<file path="src/rtl/rpf_pkg.sv">
package rpf_pkg;
  typedef enum logic [1:0] {
    MODE_OFF  = 2'd0,
    MODE_BUS  = 2'd1,
    MODE_LPO  = 2'd2,
    MODE_RSVD = 2'd3
  } run_mode_e;

  typedef enum logic [1:0] {
    SRC_PASS = 2'd0,
    SRC_BUS  = 2'd1,
    SRC_LPO  = 2'd2
  } src_sel_e;

  function automatic src_sel_e pick_src(logic stop, logic stop_en, logic [1:0] mode);
    if (stop) return stop_en ? SRC_LPO : SRC_PASS;
    case (run_mode_e'(mode))
      MODE_BUS: return SRC_BUS;
      MODE_LPO: return SRC_LPO;
      default:  return SRC_PASS;
    endcase
  endfunction
endpackage

</file>
<file path="src/rtl/rpf_sync.sv">
module rpf_sync #(
  parameter int STAGES = 2
) (
  input  logic clk_i,
  input  logic rst_ni,
  input  logic pin_ni,
  output logic pin_low_o
);
  logic [STAGES-1:0] sync_q;

  // resets to released pin level
  always_ff @(posedge clk_i or negedge rst_ni) begin
    if (!rst_ni) sync_q <= '1;
    else         sync_q <= {sync_q[STAGES-2:0], pin_ni};
  end

  assign pin_low_o = ~sync_q[STAGES-1];
endmodule

</file>
<file path="src/rtl/rpf_run_filter.sv">
module rpf_run_filter #(
  parameter int CW = 8
) (
  input  logic          clk_i,
  input  logic          rst_ni,
  input  logic          sample_en_i,
  input  logic          level_i,
  input  logic [CW-1:0] limit_i,
  output logic          state_o
);
  logic          state_q;
  logic [CW-1:0] cnt_q;

  // flips after limit+1 consecutive disagreeing samples
  always_ff @(posedge clk_i or negedge rst_ni) begin
    if (!rst_ni) begin
      state_q <= 1'b0;
      cnt_q   <= '0;
    end else if (sample_en_i) begin
      if (level_i != state_q) begin
        if (cnt_q == limit_i) begin
          state_q <= level_i;
          cnt_q   <= '0;
        end else begin
          cnt_q <= cnt_q + 1'b1;
        end
      end else begin
        cnt_q <= '0;
      end
    end
  end

  assign state_o = state_q;
endmodule

</file>
<file path="src/rtl/rst_pin_filter.sv">
module rst_pin_filter
  import rpf_pkg::*;
#(
  parameter int WIDTH_W     = 8,
  parameter int LPO_SAMPLES = 3,
  parameter int SYNC_STAGES = 2
) (
  input  logic               clk_i,
  input  logic               rst_ni,
  input  logic               pin_ni,
  input  logic               lpo_tick_i,
  input  logic               stop_i,
  input  logic               stop_filt_en_i,
  input  logic [1:0]         run_mode_i,
  input  logic [WIDTH_W-1:0] bus_width_i,
  output logic               req_o
);
  localparam int LPO_CW = (LPO_SAMPLES > 2) ? $clog2(LPO_SAMPLES) : 1;
  localparam logic [LPO_CW-1:0] LPO_LIMIT = LPO_CW'(LPO_SAMPLES - 1);

  logic     sync_low;
  logic     bus_req;
  logic     lpo_req;
  src_sel_e sel;

  rpf_sync #(.STAGES(SYNC_STAGES)) u_sync (
    .clk_i     (clk_i),
    .rst_ni    (rst_ni),
    .pin_ni    (pin_ni),
    .pin_low_o (sync_low)
  );

  rpf_run_filter #(.CW(WIDTH_W)) u_bus (
    .clk_i       (clk_i),
    .rst_ni      (rst_ni),
    .sample_en_i (1'b1),
    .level_i     (sync_low),
    .limit_i     (bus_width_i),
    .state_o     (bus_req)
  );

  rpf_run_filter #(.CW(LPO_CW)) u_lpo (
    .clk_i       (clk_i),
    .rst_ni      (rst_ni),
    .sample_en_i (lpo_tick_i),
    .level_i     (sync_low),
    .limit_i     (LPO_LIMIT),
    .state_o     (lpo_req)
  );

  assign sel = pick_src(stop_i, stop_filt_en_i, run_mode_i);

  always_comb begin
    case (sel)
      SRC_BUS: req_o = bus_req;
      SRC_LPO: req_o = lpo_req;
      default: req_o = sync_low;
    endcase
  end
endmodule

</file>
<file path="config.mk">
export PLATFORM = sky130hd
export DESIGN_NAME = rst_pin_filter
export DESIGN_NICKNAME = d
export VERILOG_FILES = /design/src/rtl/rpf_pkg.sv /design/src/rtl/rpf_sync.sv /design/src/rtl/rpf_run_filter.sv /design/src/rtl/rst_pin_filter.sv
export SDC_FILE = /design/constraint.sdc
export NUM_CORES = 1
export LEC_CHECK = 0
export BUFFER_PORTS_ARGS = -buffer_cell sky130_fd_sc_hd__buf_4
export CAP_MARGIN = 0
export CORE_MARGIN = 5
export CORE_UTILIZATION = 54
export CTS_CLUSTER_SIZE = 20
export DETAILED_ROUTE_END_ITERATION = 8
export PLACE_DENSITY = 0.81
export SYNTH_ARGS = -nofsm -noshare
export SYNTH_HDL_FRONTEND = slang
export SYNTH_SLANG_ARGS = --single-unit
</file>
<file path="constraint.sdc">
create_clock -name clk_i -period 3.2 [get_ports clk_i]
set_clock_uncertainty 0.2 [all_clocks]
set_input_delay 0.16 -clock clk_i [delete_from_list [all_inputs] [get_ports clk_i]]
set_output_delay 0.16 -clock clk_i [all_outputs]
set_load 0.02 [all_outputs]
</file>
==> results_dict.tcl <==
set metrics [dict create \
    status "finished, final reports clean" \
    post_cts_buffers 0 \
    worstMarginPinSlew_ps 243.6 \
    finalSetupTns_ps 0 \
    critPathLaunchType "input pin" \
    hold_ws_ps 57.28 \
    dp.cells 101 \
    dr.pass1.iters 4 \
    fmax_mhz 585.4 \
    slew_violations 0 \
    holdCritPathClass "in -> async" \
    ant_nets 0 \
    cts_root_buf "clkbuf_4" \
    p_total_uw 473.6 \
    clockBufferDepth 2 \
    postSynthCellCount 70 \
    hold_viol 0 \
    layout-drive-gt1-share_pct 25.81 \
    cts_tree "built" \
    reg2reg_setup_slack_ps 1660 \
    r2r_end "u_bus.cnt_q[6]" \
    drc 0 \
    crit_arrival_ps 1350 \
    path_buf_inv 3 \
    final-setup-viol-count 0 \
    synth_area_um2 732.0 \
    wirelength_um 1251 \
    fin_cells 108 \
    grt_start_max_net_pins 15 \
    yosys.area.top_type_share_pct 41.03 \
    htreeDepth 1 \
    synth_cell_type_count 21 \
    cts_hold_buf 3 \
    synth_warnings 0 \
    critPathCaptureType "output port" \
    fill_cells 101 \
    cp_cell_sequence "buf_4 > nand2b_1 > o21ai_0 > inv_1 > ha_1 > a221oi_1 > a21oi_1 > buf_4" \
    cts_buffers 3 \
    fp-row-count 13 \
    dieArea_um2 2192 \
    gp_congestion 0.7610 \
    critPathSlowestCell "a221oi_1" \
    grt_usage_pct 14.09 \
    rsz0062_at_grt "no" \
    grt_first_pass_wirelength_um 2125 \
    nNetsFinal 113 \
    p_leak_nw 0.4317 \
    clock-sinks 14 \
    ys_seq_area_share_pct 48.21 \
    crit_family "compound AO/OA/AOI/OAI gates" \
    antenna_found_initial 0 \
    synth-seq-cells 14 \
    slew_headroom_pct 83.65 \
    pre_cts_ws_ps 1483 \
    p_per_area_nw_per_um2 510.8 \
    cts_resized 0 \
    grt-ovfl-total 0 \
    die_y_um 46.82 \
    crit_top_cell "buf_4" \
    r2r-start "u_bus.cnt_q[3]" \
    required_ps 2840 \
    setup_ws_ps 1492 \
    port_buffers 16 \
    antenna_cells 0 \
    yosysTopAreaCell "dfrtp_1" \
    maxCapViolCount 0 \
    die_w_um 46.82 \
    dr.first_iter.drc_count 6 \
    grt_pass1_vias 517 \
    clk_latency_ps 270 \
    dp_hpwl_um 988.6 \
    route.vias.total 537 \
    wl_per_cell_um 11.58 \
    reg2regPathDepth 4 \
    critPathKind "in -> out" \
    synth_nets 89 \
    finalCriticalPeriod_ps 1708 \
    period_share_pct 53.38 \
    area_growth_pct 26.67 \
    critPathMaxFanout 2 \
    floorplan.initialDensity_pct 56.96 \
    clk_pin_slew_worst_paths_ps 80 \
    cpPeakStageDelay_ps 260 \
    peakVddDrop_v 0.0003531 \
    io_pins 17 \
    via_per_inst 4.972 \
    avgSynthCellArea_um2 10.46 \
    synth_area_leaders "dfrtp_1, xnor2_1, dfstp_2" \
    core_area_um2 1285 \
]
## flip-flops by register name, summed over array words and instances, names as in the netlist
| register | flops |
|---|---|
| u_bus.cnt_q | 8 |
| u_bus.state_o | 1 |
| u_lpo.cnt_q | 2 |
| u_lpo.state_o | 1 |
| u_sync.sync_q | 2 |
## how the worst max path moves through the flow
stage,from,slack (ps),to,depth (start not counted)
global placement,run_mode_i[0],1530,req_o,8
finish,run_mode_i[0],1490,req_o,8
floorplan,run_mode_i[0],1730,req_o,4
global route,run_mode_i[0],1360,req_o,8
CTS,run_mode_i[0],1480,req_o,8
detailed placement,run_mode_i[0],1480,req_o,8
## synth_stat cells
master / instances
a21oi_1: 1
a221oi_1: 1
and3_1: 1
and3_2: 1
dfrtp_1: 12
dfstp_2: 2
ha_1: 3
inv_1: 5
mux2i_1: 1
nand2_1: 3
nand2b_1: 1
nand3_1: 6
nand4_1: 1
nand4_2: 1
nor2_1: 9
o21ai_0: 3
o21ai_4: 1
o22ai_1: 1
o31ai_1: 1
xnor2_1: 12
xor2_1: 4
## placed cells by master (no fill, tap or decap), drive strengths merged
cell,Yosys,layout
nand3,6,6
and3,2,2
nand2b,1,1
dfstp,2,2
o31ai,1,1
nor2,9,9
nand4,2,2
buf,0,16
dlygate4sd3,0,3
o21ai,4,4
ha,3,3
clkbuf,0,4
inv,5,5
dfrtp,12,12
mux2i,1,1
a21oi,1,1
xor2,4,4
a221oi,1,1
o22ai,1,1
nand2,3,3
xnor2,12,12
## stage by stage
| step | area (um^2) | util [%] |
|---|---|---|
| after detailed placement | 870.8 | 67.77 |
| final | 927.1 | 72.15 |
| after global placement | 870.8 | 67.77 |
| after CTS | 927.1 | 72.15 |
| after floorplan | 732.0 | - |
| after global routing | 927.1 | 72.15 |
## kinds of logic after synthesis
| family | share of synthesized area (%) |
|---|---|
| compound gates | 8.035 |
| xor+xnor | 19.14 |
| fa+ha+maj | 5.129 |
| buf+inv | 2.564 |
| flops | 48.21 |
| mux | 1.368 |
| simple gates | 15.56 |
## worst register-to-register path: cells and delay by family, from the launching register on
kind / cells / cell delay, ps
DFF: 1 / 440
AOI/OAI and AO/OA: 1 / 290
and+or+nand+nor: 2 / 260
xor gates and xnor gates: 1 / 220
## final cells by class
class / count / area [um^2] / share of cell area [%]
multi-input cells: 51 / 360.3 / 38.87
flip-flops and latches: 14 / 352.8 / 38.06
repair buffers: 19 / 150.1 / 16.19
clock buffers: 4 / 26.28 / 2.834
inverters: 5 / 18.77 / 2.024
well taps: 15 / 18.77 / 2.024
## per-layer routing
metal | vias to the layer above | global-route usage (%) | part of all wire (%)
met5 | - | 0 | 0
met4 | 0 | 8.287 | 1.8
met2 | 15 | 21.95 | 46
met1 | 242 | 17.96 | 44
met3 | 2 | 3.065 | 7.7
li1 | 278 | - | -
## power breakdown
part	switching (mW)	internal, mW	total [mW]
combinational	0.0655	0.0683	0.134
clock	0.0515	0.0483	0.0999
sequential	0.0281	0.212	0.240
Power figures use the tool's default switching activity.
